`config.mk`:
```
export PLATFORM = sky130hd
export DESIGN_NAME = mshr_file
export DESIGN_NICKNAME = d
export VERILOG_FILES = /design/src/rtl/mshr_pkg.sv /design/src/rtl/mshr_entry.sv /design/src/rtl/mshr_lookup.sv /design/src/rtl/mshr_drain_sel.sv /design/src/rtl/mshr_file.sv
export SDC_FILE = /design/constraint.sdc
export NUM_CORES = 1
export LEC_CHECK = 0
export CAP_MARGIN = 10
export CORE_MARGIN = 2
export CORE_UTILIZATION = 45
export DETAILED_ROUTE_END_ITERATION = 8
export GPL_TIMING_DRIVEN = 1
export PLACE_DENSITY = 0.63
export SLEW_MARGIN = 30
export SYNTH_ARGS = -nofsm -noshare
export SYNTH_HDL_FRONTEND = slang
export SYNTH_SLANG_ARGS = --single-unit
```
`constraint.sdc`:
```
create_clock -name clk -period 12.1 [get_ports clk]
set_input_delay 2.42 -clock clk [delete_from_list [all_inputs] [get_ports clk]]
set_output_delay 2.42 -clock clk [all_outputs]
set_load 0.05 [all_outputs]
```
`src/rtl/mshr_pkg.sv`:
```
package mshr_pkg;
  typedef enum logic [1:0] {
    ACT_NONE  = 2'd0,
    ACT_ALLOC = 2'd1,
    ACT_MERGE = 2'd2,
    ACT_STALL = 2'd3
  } req_act_e;
endpackage

```
`src/rtl/mshr_entry.sv`:
```
module mshr_entry #(
  parameter int BLK_W  = 26,
  parameter int IDX_W  = 6,
  parameter int WORD_W = 3,
  parameter int REG_W  = 5,
  parameter int SLOTS  = 2,
  localparam int WPB    = 1 << WORD_W,
  localparam int SLOT_W = (SLOTS > 1) ? $clog2(SLOTS) : 1
) (
  input  logic              clk,
  input  logic              rst,
  input  logic              alloc_en,
  input  logic              merge_en,
  input  logic              req_store,
  input  logic [BLK_W-1:0]  req_blk,
  input  logic [IDX_W-1:0]  req_idx,
  input  logic [WORD_W-1:0] req_word,
  input  logic [REG_W-1:0]  req_reg,
  input  logic              fill_set,
  input  logic              pop_en,
  input  logic              free_en,
  output logic              busy,
  output logic              filled,
  output logic              slots_full,
  output logic [BLK_W-1:0]  blk,
  output logic [IDX_W-1:0]  idx,
  output logic [SLOTS-1:0]  slot_vld,
  output logic [WORD_W-1:0] head_word,
  output logic [REG_W-1:0]  head_reg,
  output logic [WPB-1:0]    wmask
);
  logic [SLOTS-1:0]  vld_q;
  logic [WORD_W-1:0] word_q [SLOTS];
  logic [REG_W-1:0]  reg_q  [SLOTS];
  logic [BLK_W-1:0]  blk_q;
  logic [IDX_W-1:0]  idx_q;
  logic [WPB-1:0]    wmask_q;
  logic              busy_q, filled_q;
  logic [SLOT_W-1:0] free_slot, head_slot, tgt_slot;
  logic              found_free, found_head;
  logic [WPB-1:0]    word_bit;

  assign word_bit = WPB'(1) << req_word;

  always_comb begin
    free_slot  = '0;
    head_slot  = '0;
    found_free = 1'b0;
    found_head = 1'b0;
    for (int s = 0; s < SLOTS; s++) begin
      if (!vld_q[s] && !found_free) begin
        free_slot  = SLOT_W'(s);
        found_free = 1'b1;
      end
      if (vld_q[s] && !found_head) begin
        head_slot  = SLOT_W'(s);
        found_head = 1'b1;
      end
    end
  end

  assign tgt_slot = alloc_en ? '0 : free_slot;

  // control state, reset
  always_ff @(posedge clk) begin
    if (rst) begin
      busy_q   <= 1'b0;
      filled_q <= 1'b0;
      vld_q    <= '0;
      wmask_q  <= '0;
    end else begin
      if (alloc_en) begin
        busy_q   <= 1'b1;
        filled_q <= 1'b0;
        wmask_q  <= req_store ? word_bit : '0;
        vld_q    <= req_store ? '0 : SLOTS'(1);
      end else if (merge_en) begin
        if (req_store) wmask_q <= wmask_q | word_bit;
        else           vld_q[free_slot] <= 1'b1;
      end
      if (fill_set) filled_q <= 1'b1;
      if (pop_en)   vld_q[head_slot] <= 1'b0;
      if (free_en) begin
        busy_q   <= 1'b0;
        filled_q <= 1'b0;
      end
    end
  end

  // payload storage, written only, no reset
  always_ff @(posedge clk) begin
    if (alloc_en) begin
      blk_q <= req_blk;
      idx_q <= req_idx;
    end
    if ((alloc_en || merge_en) && !req_store) begin
      word_q[tgt_slot] <= req_word;
      reg_q[tgt_slot]  <= req_reg;
    end
  end

  assign busy       = busy_q;
  assign filled     = filled_q;
  assign slots_full = &vld_q;
  assign blk        = blk_q;
  assign idx        = idx_q;
  assign slot_vld   = vld_q;
  assign head_word  = word_q[head_slot];
  assign head_reg   = reg_q[head_slot];
  assign wmask      = wmask_q;
endmodule

```
`src/rtl/mshr_lookup.sv`:
```
module mshr_lookup #(
  parameter int ENTRIES = 4,
  parameter int BLK_W   = 26,
  localparam int ENT_W  = (ENTRIES > 1) ? $clog2(ENTRIES) : 1
) (
  input  logic [ENTRIES-1:0]            busy,
  input  logic [ENTRIES-1:0]            filled,
  input  logic [ENTRIES-1:0]            slots_full,
  input  logic [ENTRIES-1:0][BLK_W-1:0] blk_tab,
  input  logic [BLK_W-1:0]              req_blk,
  input  logic                          req_store,
  output logic                          hit,
  output logic [ENT_W-1:0]              hit_entry,
  output logic                          hit_blocked,
  output logic                          free_any,
  output logic [ENT_W-1:0]              free_entry
);
  always_comb begin
    hit         = 1'b0;
    hit_entry   = '0;
    hit_blocked = 1'b0;
    free_any    = 1'b0;
    free_entry  = '0;
    for (int e = 0; e < ENTRIES; e++) begin
      if (busy[e] && blk_tab[e] == req_blk && !hit) begin
        hit         = 1'b1;
        hit_entry   = ENT_W'(e);
        hit_blocked = filled[e] || (slots_full[e] && !req_store);
      end
      if (!busy[e] && !free_any) begin
        free_any   = 1'b1;
        free_entry = ENT_W'(e);
      end
    end
  end
endmodule

```
`src/rtl/mshr_drain_sel.sv`:
```
module mshr_drain_sel #(
  parameter int ENTRIES = 4,
  parameter int SLOTS   = 2,
  localparam int ENT_W  = (ENTRIES > 1) ? $clog2(ENTRIES) : 1
) (
  input  logic [ENTRIES-1:0]            filled,
  input  logic [ENTRIES-1:0][SLOTS-1:0] slot_vld,
  output logic                          sel_any,
  output logic [ENT_W-1:0]              sel_entry,
  output logic                          has_tgt,
  output logic                          last_tgt
);
  logic [SLOTS-1:0] sel_vld;

  always_comb begin
    sel_any   = 1'b0;
    sel_entry = '0;
    sel_vld   = '0;
    for (int e = 0; e < ENTRIES; e++) begin
      if (filled[e] && !sel_any) begin
        sel_any   = 1'b1;
        sel_entry = ENT_W'(e);
        sel_vld   = slot_vld[e];
      end
    end
    has_tgt  = sel_any && (|sel_vld);
    last_tgt = sel_any && ($countones(sel_vld) <= 1);
  end
endmodule

```
`src/rtl/mshr_file.sv`:
```
module mshr_file #(
  parameter int ENTRIES = 4,
  parameter int SLOTS   = 2,
  parameter int BLK_W   = 26,
  parameter int IDX_W   = 6,
  parameter int WORD_W  = 3,
  parameter int REG_W   = 5,
  localparam int ENT_W  = (ENTRIES > 1) ? $clog2(ENTRIES) : 1,
  localparam int WPB    = 1 << WORD_W
) (
  input  logic              clk,
  input  logic              rst,
  input  logic              req_valid,
  input  logic              req_store,
  input  logic [BLK_W-1:0]  req_blk,
  input  logic [IDX_W-1:0]  req_idx,
  input  logic [WORD_W-1:0] req_word,
  input  logic [REG_W-1:0]  req_reg,
  output logic              ack_valid,
  output logic              ack_merge,
  output logic [ENT_W-1:0]  ack_entry,
  output logic              req_stall,
  input  logic              fill_valid,
  input  logic [ENT_W-1:0]  fill_entry,
  output logic              fwd_valid,
  output logic [ENT_W-1:0]  fwd_entry,
  output logic [WORD_W-1:0] fwd_word,
  output logic [REG_W-1:0]  fwd_reg,
  output logic [IDX_W-1:0]  fwd_idx,
  output logic              done_valid,
  output logic [ENT_W-1:0]  done_entry,
  output logic [IDX_W-1:0]  done_idx,
  output logic [WPB-1:0]    done_wmask
);
  import mshr_pkg::*;

  logic [ENTRIES-1:0]            busy, filled, slots_full;
  logic [ENTRIES-1:0][BLK_W-1:0] blk_tab;
  logic [ENTRIES-1:0][SLOTS-1:0] slot_tab;
  logic [ENTRIES-1:0][IDX_W-1:0] idx_tab;
  logic [ENTRIES-1:0][WORD_W-1:0] hword_tab;
  logic [ENTRIES-1:0][REG_W-1:0] hreg_tab;
  logic [ENTRIES-1:0][WPB-1:0]   wmask_tab;

  logic             hit, hit_blocked, free_any;
  logic [ENT_W-1:0] hit_entry, free_entry;
  logic             sel_any, has_tgt, last_tgt;
  logic [ENT_W-1:0] sel_entry;
  req_act_e         act;

  mshr_lookup #(.ENTRIES(ENTRIES), .BLK_W(BLK_W)) u_lookup (
    .busy(busy), .filled(filled), .slots_full(slots_full), .blk_tab(blk_tab),
    .req_blk(req_blk), .req_store(req_store),
    .hit(hit), .hit_entry(hit_entry), .hit_blocked(hit_blocked),
    .free_any(free_any), .free_entry(free_entry)
  );

  mshr_drain_sel #(.ENTRIES(ENTRIES), .SLOTS(SLOTS)) u_drain (
    .filled(filled), .slot_vld(slot_tab),
    .sel_any(sel_any), .sel_entry(sel_entry), .has_tgt(has_tgt), .last_tgt(last_tgt)
  );

  always_comb begin
    if (!req_valid)    act = ACT_NONE;
    else if (hit)      act = hit_blocked ? ACT_STALL : ACT_MERGE;
    else if (free_any) act = ACT_ALLOC;
    else               act = ACT_STALL;
  end

  for (genvar e = 0; e < ENTRIES; e++) begin : g_ent
    logic alloc_en, merge_en, fill_set, pop_en, free_en;
    assign alloc_en = (act == ACT_ALLOC) && (free_entry == ENT_W'(e));
    assign merge_en = (act == ACT_MERGE) && (hit_entry == ENT_W'(e));
    assign fill_set = fill_valid && (fill_entry == ENT_W'(e)) && busy[e] && !filled[e];
    assign pop_en   = has_tgt && (sel_entry == ENT_W'(e));
    assign free_en  = last_tgt && (sel_entry == ENT_W'(e));

    mshr_entry #(
      .BLK_W(BLK_W), .IDX_W(IDX_W), .WORD_W(WORD_W), .REG_W(REG_W), .SLOTS(SLOTS)
    ) u_ent (
      .clk(clk), .rst(rst),
      .alloc_en(alloc_en), .merge_en(merge_en), .req_store(req_store),
      .req_blk(req_blk), .req_idx(req_idx), .req_word(req_word), .req_reg(req_reg),
      .fill_set(fill_set), .pop_en(pop_en), .free_en(free_en),
      .busy(busy[e]), .filled(filled[e]), .slots_full(slots_full[e]),
      .blk(blk_tab[e]), .idx(idx_tab[e]), .slot_vld(slot_tab[e]),
      .head_word(hword_tab[e]), .head_reg(hreg_tab[e]), .wmask(wmask_tab[e])
    );
  end

  always_ff @(posedge clk) begin
    if (rst) begin
      ack_valid  <= 1'b0;
      ack_merge  <= 1'b0;
      ack_entry  <= '0;
      req_stall  <= 1'b0;
      fwd_valid  <= 1'b0;
      fwd_entry  <= '0;
      fwd_word   <= '0;
      fwd_reg    <= '0;
      fwd_idx    <= '0;
      done_valid <= 1'b0;
      done_entry <= '0;
      done_idx   <= '0;
      done_wmask <= '0;
    end else begin
      ack_valid <= (act == ACT_ALLOC) || (act == ACT_MERGE);
      ack_merge <= (act == ACT_MERGE);
      req_stall <= (act == ACT_STALL);
      ack_entry <= (act == ACT_MERGE) ? hit_entry : free_entry;
      fwd_valid <= has_tgt;
      if (has_tgt) begin
        fwd_entry <= sel_entry;
        fwd_word  <= hword_tab[sel_entry];
        fwd_reg   <= hreg_tab[sel_entry];
        fwd_idx   <= idx_tab[sel_entry];
      end
      done_valid <= last_tgt;
      if (last_tgt) begin
        done_entry <= sel_entry;
        done_idx   <= idx_tab[sel_entry];
        done_wmask <= wmask_tab[sel_entry];
      end
    end
  end
endmodule

```
==> metrics.yaml, run 1 <==
syn_inst: 998
grt_use_total_pct: 21.04
drc: 0
ys_ff_latch: 279
synth_largest_area_cell: "edfxtp_1"
p_per_area_nw_per_um2: 148.1
fin_crit_sh_pct: 57.54
place_area_um2: 13170
cts_resized: 0
cp_max_fo: 38
skew_ns: 0.01758
synthTopCellsByArea: "edfxtp_1 48%, dfxtp_1 15%, xnor2_1 6.2%, nand2_1 3.6%, nand4_1 2.7%"
combPwrFrac_pct: 7.1
synth_flop_cell: "edfxtp_1"
grt_pass1_vias: 7892
fp-row-count: 59
coreArea_um2: 26060
critPathBufInv: 3
clk-insertion-delay-late_ns: 0.55
grt_pass1_wl_mm: 45.91
synth_common_cells: "192 x edfxtp_1, 115 x nand2_1, 87 x dfxtp_1"
cp_top_family: "simple AND/OR/NAND/NOR gates"
maxSlewViolCount: 0
root_buffer: "clkbuf_16"
wl_per_cell_um: 20.80
fin_area_um2: 14140
syn_to_final_growth_pct: 18.30
endpoint_kind: "register"
ir_worst_vdd_uv: 109.2
place_inst: 1376
postRouteAntennaNets: 0
setup_viol: 0
maxCapViolCount: 0
clock_path_buffers: 3
hp-class: "register to register"
cpPeakStageDelay_ns: 0.71
yosysTopAreaCellShare_pct: 48.24
start_util_pct: 45.87
seq_area_frac_synth_pct: 62.81
final_util_pct: 54.26
dp_hpwl_mm: 20.40
cpMaxStageDelayCell: "nor4_1"
syn_nets: 1048
fin_crit_ns: 6.962
dieArea_um2: 27880
ctsHoldBuffers: 0
final_cell_count_no_fill: 1430
p_int_mw: 1.628
async_reset_ff_share_pct: 0
drt_iter0_drc: 667
vias: 8276
worst_pin_slew_ns: 0.8415
final.setup.tns_ns: 0
arrival_ns: 7.14
yosysMostFrequentCell: "edfxtp_1"
yosys_warnings: 0
numCtsBuffers: 29
cts.clk_slew.worst_paths_ns: 0.06
seqPwrFrac_pct: 50.2
synth_edf_count: 192
largest_reg_flops: 104
die-width_um: 167.0
netSwitchingFraction_pct: 22.25
power_switching_mw: 0.4658
p_clk_share_pct: 42.6
drt-vias-per-instance: 5.787
critPathRequiredTime_ns: 12.28
hold_viol_final: 0
synth_area_um2: 11950
start_kind: "input port"
status: "completed"
ios: 86
dr.pass1.iters: 5
cts_max_level: 1
grt_max_degree: 59
syn_area_per_cell_um2: 11.98
final_net_count: 1122
grt_overflow_total: 0
place_congestion: 0.9031
io_buffers: 85
drive_gt1_share_pct: 6.849
die_h_um: 167.0
synth_cell_types: 54
fmax_mhz: 143.6
rsz0062_at_grt: "no"
cp_cell_sequence: "clkdlybuf4s50_1, xnor2_1, nand4_1, nor4_1, nand2_1, nor2_1, o31a_1, ha_1, nand3_1, or2_2, clkinv_1, buf_4, nor3b_1, a211oi_2"
clkSinkCount: 279
insertedDiodeCount: 0
cts_tree: "built"
postCtsSetupRepairBufs: 0
wl_mm: 29.74
worst-setup-path-type: "input port to register"
antenna_found_initial: 0
p_leak_nw: 4.610
slew_headroom_pct: 43.69
holdWs_ns: 0.4575
==> cell usage in the layout, fill, tap and decap left out, types with 11 or more instances in the layout <==
cell | synthesis | final
a211oi_1 | 40 | 39
a21oi_1 | 33 | 32
a221oi_1 | 15 | 15
a31oi_1 | 16 | 16
buf_4 | 0 | 15
clkbuf_1 | 47 | 12
clkbuf_16 | 0 | 29
clkdlybuf4s50_1 | 0 | 84
dfxtp_1 | 87 | 87
edfxtp_1 | 192 | 192
mux2i_1 | 31 | 31
nand2_1 | 115 | 115
nand3_1 | 15 | 15
nand4_1 | 52 | 52
nor2_1 | 65 | 63
nor4_1 | 12 | 11
o21ai_0 | 28 | 28
xnor2_1 | 84 | 84
xor2_1 | 23 | 23
==> area by class of cell <==
cell class / instances / area (um2)
Fill cell: 2212 / 11920
Sequential cell: 279 / 7507
Multi-Input combinational cell: 651 / 4258
Timing Repair Buffer: 100 / 958.4
Clock buffer: 46 / 833.3
Tap cell: 335 / 419.2
Clock inverter: 8 / 122.6
Inverter: 11 / 41.29
==> metrics by stage <==
stage | setup WS, ns | total power [mW]
finish | 5.138 | 2.094
CTS | 5.099 | 2.107
detailed placement | 4.538 | 1.222
floorplan | 5.263 | 1.153
global placement | 4.295 | 1.220
global route | 4.740 | 2.158
==> cells by family (layout without fill, tap and decap cells) <==
kind of cell | Yosys count | count (layout) | synth area share, %
compound gates | 182 | 182 | 10.41
mux | 32 | 32 | 2.690
flops | 279 | 279 | 62.81
buf+inv | 68 | 165 | 2.272
fa+ha+maj | 3 | 3 | 0.3141
xor+xnor | 107 | 107 | 7.840
simple gates | 327 | 327 | 13.67
==> worst paths after layout <==
check                               endpoint  cells after the start  slack (ns)                     from
setup / recovery  g_ent[2].u_ent.reg_q[0][0]                     14        5.14               req_blk[1]
hold / removal       g_ent[0].u_ent.wmask[6]                      2        0.46  g_ent[0].u_ent.wmask[6]
setup reg to reg  g_ent[2].u_ent.reg_q[0][0]                     13        7.33    g_ent[0].u_ent.blk[1]
hold reg to reg      g_ent[0].u_ent.wmask[6]                      2        0.46  g_ent[0].u_ent.wmask[6]
==> power groups by stage <==
stage,combinational [mW],clock [mW],sequential (mW)
floorplan,0.0687,0,1.08
global placement,0.148,0,1.07
detailed placement,0.150,0,1.07
CTS,0.150,0.906,1.05
global route,0.159,0.945,1.05
finish,0.150,0.893,1.05
==> layer usage <==
metal | track usage [%] | wire, um | vias to the layer above
met1 | 27.69 | 12530 | 3994
met5 | 0 | 0 | -
met2 | 36.05 | 14320 | 319
met3 | 2.733 | 1773 | 78
li1 | - | - | 3885
met4 | 7.084 | 1125 | 0
==> worst reg2reg max path: cells and delay by family (launching register included) <==
family	cells	cell delay [ns]
AND/OR/NAND/NOR	7	2.10
AO/OA/AOI/OAI	2	0.84
buffers and inverters	2	0.61
flip-flops	1	0.38
XOR/XNOR	1	0.25
adder cells (fa/ha/maj)	1	0.22
Note: power is estimated with default switching activity, not from simulation.
==> run 2: changes to the inputs <==
clock period = 6.9 ns   (was 12.1 ns; I/O delays follow)
==> metrics.yaml, run 2 (same netlist as run 1, synthesis figures left out) <==
wl_per_cell_um: 20.57
antenna_found_initial: 0
postRouteAntennaNets: 0
hold_viol_final: 0
place_area_um2: 13230
layout_common_cells: "192 x edfxtp_1, 115 x nand2_1, 87 x dfxtp_1, 84 x xnor2_1, 84 x clkdlybuf4s50_1"
hp-class: "register to register"
rsz0062_at_grt: "no"
drt_iter0_drc: 610
die-width_um: 167.0
fin_area_um2: 14130
start_util_pct: 45.87
cts_tree: "built"
p_per_area_nw_per_um2: 254.4
maxSlewViolCount: 0
multi_input_area_um2: 4202
critPathRequiredTime_ns: 7.06
ir_worst_vdd_uv: 204.0
vias: 8188
worst-setup-path-type: "input port to register"
place_inst: 1388
numCtsBuffers: 29
endpoint_kind: "register"
fillCellCount: 2281
place_congestion: 0.8836
root_buffer: "clkbuf_16"
die_h_um: 167.0
cts.clk_slew.worst_paths_ns: 0.06
final_common_cell: "edfxtp_1"
worst_pin_slew_ns: 0.9185
drc: 0
grt_max_degree: 59
fmax_mhz: 175.1
cp_max_fo: 8
cts_max_level: 1
fin_crit_ns: 5.712
clkSinkCount: 279
grt_pass1_wl_mm: 45.51
maxCapViolCount: 0
largest_reg_flops: 104
final.setup.tns_ns: 0
drt-vias-per-instance: 5.678
grt_pass1_vias: 7889
grt_use_total_pct: 20.93
wl_mm: 29.67
setup_viol: 0
ff_latch_area_um2: 7507
dr.pass1.iters: 5
coreArea_um2: 26060
arrival_ns: 5.88
finalWorstSetupSlack_ns: 1.188
drive_gt1_share_pct: 7.407
fin_crit_sh_pct: 82.79
p_leak_nw: 4.654
skew_ns: 0.01712
insertedDiodeCount: 0
clock_path_buffers: 3
slew_headroom_pct: 38.54
clk-insertion-delay-late_ns: 0.55
io_buffers: 85
start_kind: "input port"
syn_to_final_growth_pct: 18.24
dp_slack_ns: 0.7325
final_net_count: 1134
dp_hpwl_mm: 20.77
status: "completed"
grt_overflow_total: 0
dieArea_um2: 27880
final_cell_count_no_fill: 1442
ctsHoldBuffers: 0
cts_resized: 0
ios: 86
fp-row-count: 59
postCtsSetupRepairBufs: 0
## run 2: area by class of cell
cell class              count  share of cell area, %
clock inverters            15                 0.9119
clock buffers              39                  5.471
well taps                 335                  2.966
repair buffers            112                  7.508
inverters                  11                 0.2922
flip-flops and latches    279                  53.12
multi-input cells         651                  29.73
## run 2: path summary, 6_finish.rpt
| path | startpoint | cells after the start | slack (ns) | endpoint |
|---|---|---|---|---|
| setup reg to reg | g_ent[2].u_ent.blk[11] | 10 | 2.35 | g_ent[3].u_ent.reg_q[0][0] |
| setup / recovery | req_blk[11] | 11 | 1.19 | g_ent[3].u_ent.reg_q[0][0] |
| hold / removal | g_ent[0].u_ent.wmask[7] | 2 | 0.46 | g_ent[0].u_ent.wmask[7] |
| hold reg to reg | g_ent[0].u_ent.wmask[7] | 2 | 0.46 | g_ent[0].u_ent.wmask[7] |
## run 2: per-layer routing
| metal | vias up | share of wire [%] | wire, um | GRT usage [%] |
|---|---|---|---|---|
| met1 | 3946 | 43 | 12620 | 27.01 |
| met3 | 65 | 5.5 | 1635 | 3.327 |
| met2 | 272 | 48 | 14380 | 35.96 |
| met5 | - | 0 | 0 | 0 |
| met4 | 0 | 3.5 | 1033 | 7.121 |
| li1 | 3905 | - | - | - |
## run 2: report_power, final
part	internal [mW]	switching (mW)	leakage (nW)
registers	1.83	0.0184	2.46
clock network	0.860	0.631	0.440
logic	0.0923	0.167	1.76
total	2.78	0.817	4.65
## run 2: critical path, cell delays in order
cell and delay [ns]:
clkdlybuf4s50_1 0.60, xnor2_1 0.47, nand4_1 0.22, or4_1 0.57, o22a_1 0.29, and3_1 0.21
o31ai_1 0.22, ha_1 0.44, nor2b_1 0.56, o21ai_0 0.18, o22ai_1 0.72
## run 2: through the flow
| step | utilization [%] | power (mW) | hold slack (ns) |
|---|---|---|---|
| floorplan | - | 2.022 | 0.4261 |
| global placement | 50.76 | 2.137 | 0.4369 |
| detailed placement | 50.77 | 2.141 | 0.4470 |
| CTS | 54.23 | 3.625 | 0.4605 |
| global route | 54.23 | 3.708 | 0.4827 |
| finish | 54.23 | 3.595 | 0.4557 |
==> run 3: changes to the inputs <==
PLACE_DENSITY = 0.65   (was 0.63)
clock period = 4.7 ns   (was 6.9 ns; I/O delays follow)
==> metrics.yaml, run 3 (same netlist as run 1, synthesis figures left out) <==
cts_tree: "built"
drc: 0
grt_pass1_wl_mm: 48.16
io_buffers: 85
start_kind: "input port"
clk-insertion-delay-late_ns: 0.56
final_net_count: 1209
ir_worst_vdd_uv: 319.9
cts.clk_slew.worst_paths_ns: 0.06
finalWorstSetupSlack_ns: 0.3944
hp-class: "register to register"
worst-setup-path-type: "input port to register"
coreArea_um2: 26060
dp_slack_ns: -0.09100
drt-vias-per-instance: 5.633
ctsHoldBuffers: 0
postCtsSetupRepairBufs: 0
p_clk_share_pct: 42.2
maxSlewViolCount: 0
worst_pin_slew_ns: 0.7229
ios: 86
start_util_pct: 45.87
rsz0062_at_grt: "no"
wl_per_cell_um: 20.36
dp_hpwl_mm: 21.40
critPathRequiredTime_ns: 4.96
fin_crit_sh_pct: 91.61
cts_max_level: 1
grt_pass1_vias: 8367
syn_to_final_growth_pct: 24.46
final.setup.tns_ns: 0
finalPower_mw: 5.442
hold_viol_final: 0
die_h_um: 167.0
cts_resized: 0
cp_max_fo: 8
grt_max_degree: 58
grt_overflow_total: 0
dr.pass1.iters: 5
root_buffer: "clkbuf_16"
dieArea_um2: 27880
seqPwrFrac_pct: 49.8
setup_viol: 0
grt_use_total_pct: 22.10
numCtsBuffers: 30
final_common_cell: "edfxtp_1"
postRouteAntennaNets: 0
layout_common_cells: "192 x edfxtp_1, 115 x nand2_1, 98 x buf_4, 87 x dfxtp_1, 84 x clkdlybuf4s50_1"
fp-row-count: 59
netSwitchingFraction_pct: 22.55
drive_gt1_share_pct: 15.17
clock_path_buffers: 3
slew_headroom_pct: 51.66
maxCapViolCount: 0
status: "completed"
fin_crit_ns: 4.306
p_int_mw: 4.215
die-width_um: 167.0
arrival_ns: 4.56
insertedDiodeCount: 0
antenna_found_initial: 0
fmax_mhz: 232.3
fillCellCount: 2191
combPwrFrac_pct: 8.0
p_per_area_nw_per_um2: 365.8
power_switching_mw: 1.227
endpoint_kind: "register"
clkSinkCount: 279
final_util_pct: 57.09
drt_iter0_drc: 859
largest_reg_flops: 104
skew_ns: 0.01152
wl_mm: 30.85
vias: 8534
p_leak_nw: 5.101
place_congestion: 0.9111
==> run 3: changes by cell type in the layout (fill, tap and decap cells not counted), moves of 4 or more <==
| cell | change |
|---|---|
| buf_4 | +72 |
| clkbuf_1 | -4 |
| clkbuf_8 | +4 |
| clkinv_1 | -4 |
| xnor2_1 | -8 |
| xnor2_2 | +8 |
==> run 3: power groups by stage <==
stage / clock network, mW / logic (mW) / registers, mW
global route: 2.45 / 0.466 / 2.71
global placement: 0 / 0.431 / 2.76
finish: 2.30 / 0.436 / 2.71
detailed placement: 0 / 0.435 / 2.76
CTS: 2.34 / 0.437 / 2.71
floorplan: 0 / 0.188 / 2.79
==> run 3: final cells by class <==
cell class | instances | area [um2] | share of cell area, %
Tap cell | 335 | 419.2 | 2.817
Clock buffer | 42 | 848.3 | 5.702
Timing Repair Buffer | 186 | 1642 | 11.03
Sequential cell | 279 | 7507 | 50.46
Inverter | 11 | 50.05 | 0.3364
Multi-Input combinational cell | 651 | 4297 | 28.88
Clock inverter | 11 | 113.9 | 0.7653
==> run 3: layer usage <==
layer	GRT usage, %	wire length (um)
met4	6.859	925
met3	3.446	2010
met5	0	0
met1	29.77	13200
met2	36.91	14710
==> run 3: path summary, 6_finish.rpt <==
| kind | from | depth (start not counted) | end | slack, ns |
|---|---|---|---|---|
| max | req_blk[1] | 15 | g_ent[2].u_ent.reg_q[0][2] | 0.39 |
| min reg2reg | g_ent[0].u_ent.wmask[6] | 2 | g_ent[0].u_ent.wmask[6] | 0.46 |
| max reg2reg | g_ent[1].u_ent.blk[12] | 14 | g_ent[2].u_ent.reg_q[0][2] | 0.88 |
| min | g_ent[0].u_ent.wmask[6] | 2 | g_ent[0].u_ent.wmask[6] | 0.46 |
==> run 3: stage by stage <==
step                      std cells  area [um2]  hold slack [ns]
after global placement         1462       13910           0.4338
after floorplan                 998       12140           0.4261
final                          1515       14880           0.4554
after detailed placement       1462       13910           0.4434
after global routing           1515       14880           0.4908
after CTS                      1515       14880           0.4571
==> run 3: critical path, stage by stage <==
cell,delay (ns)
clkdlybuf4s50_1,0.54
xnor2_2,0.27
nand4_1,0.17
or4_4,0.58
buf_4,0.16
nor3_1,0.16
o21a_1,0.18
o31a_1,0.18
ha_2,0.20
nand3_2,0.08
or2_2,0.32
clkinv_2,0.10
nor3b_1,0.06
a211oi_1,0.36
buf_4,0.26
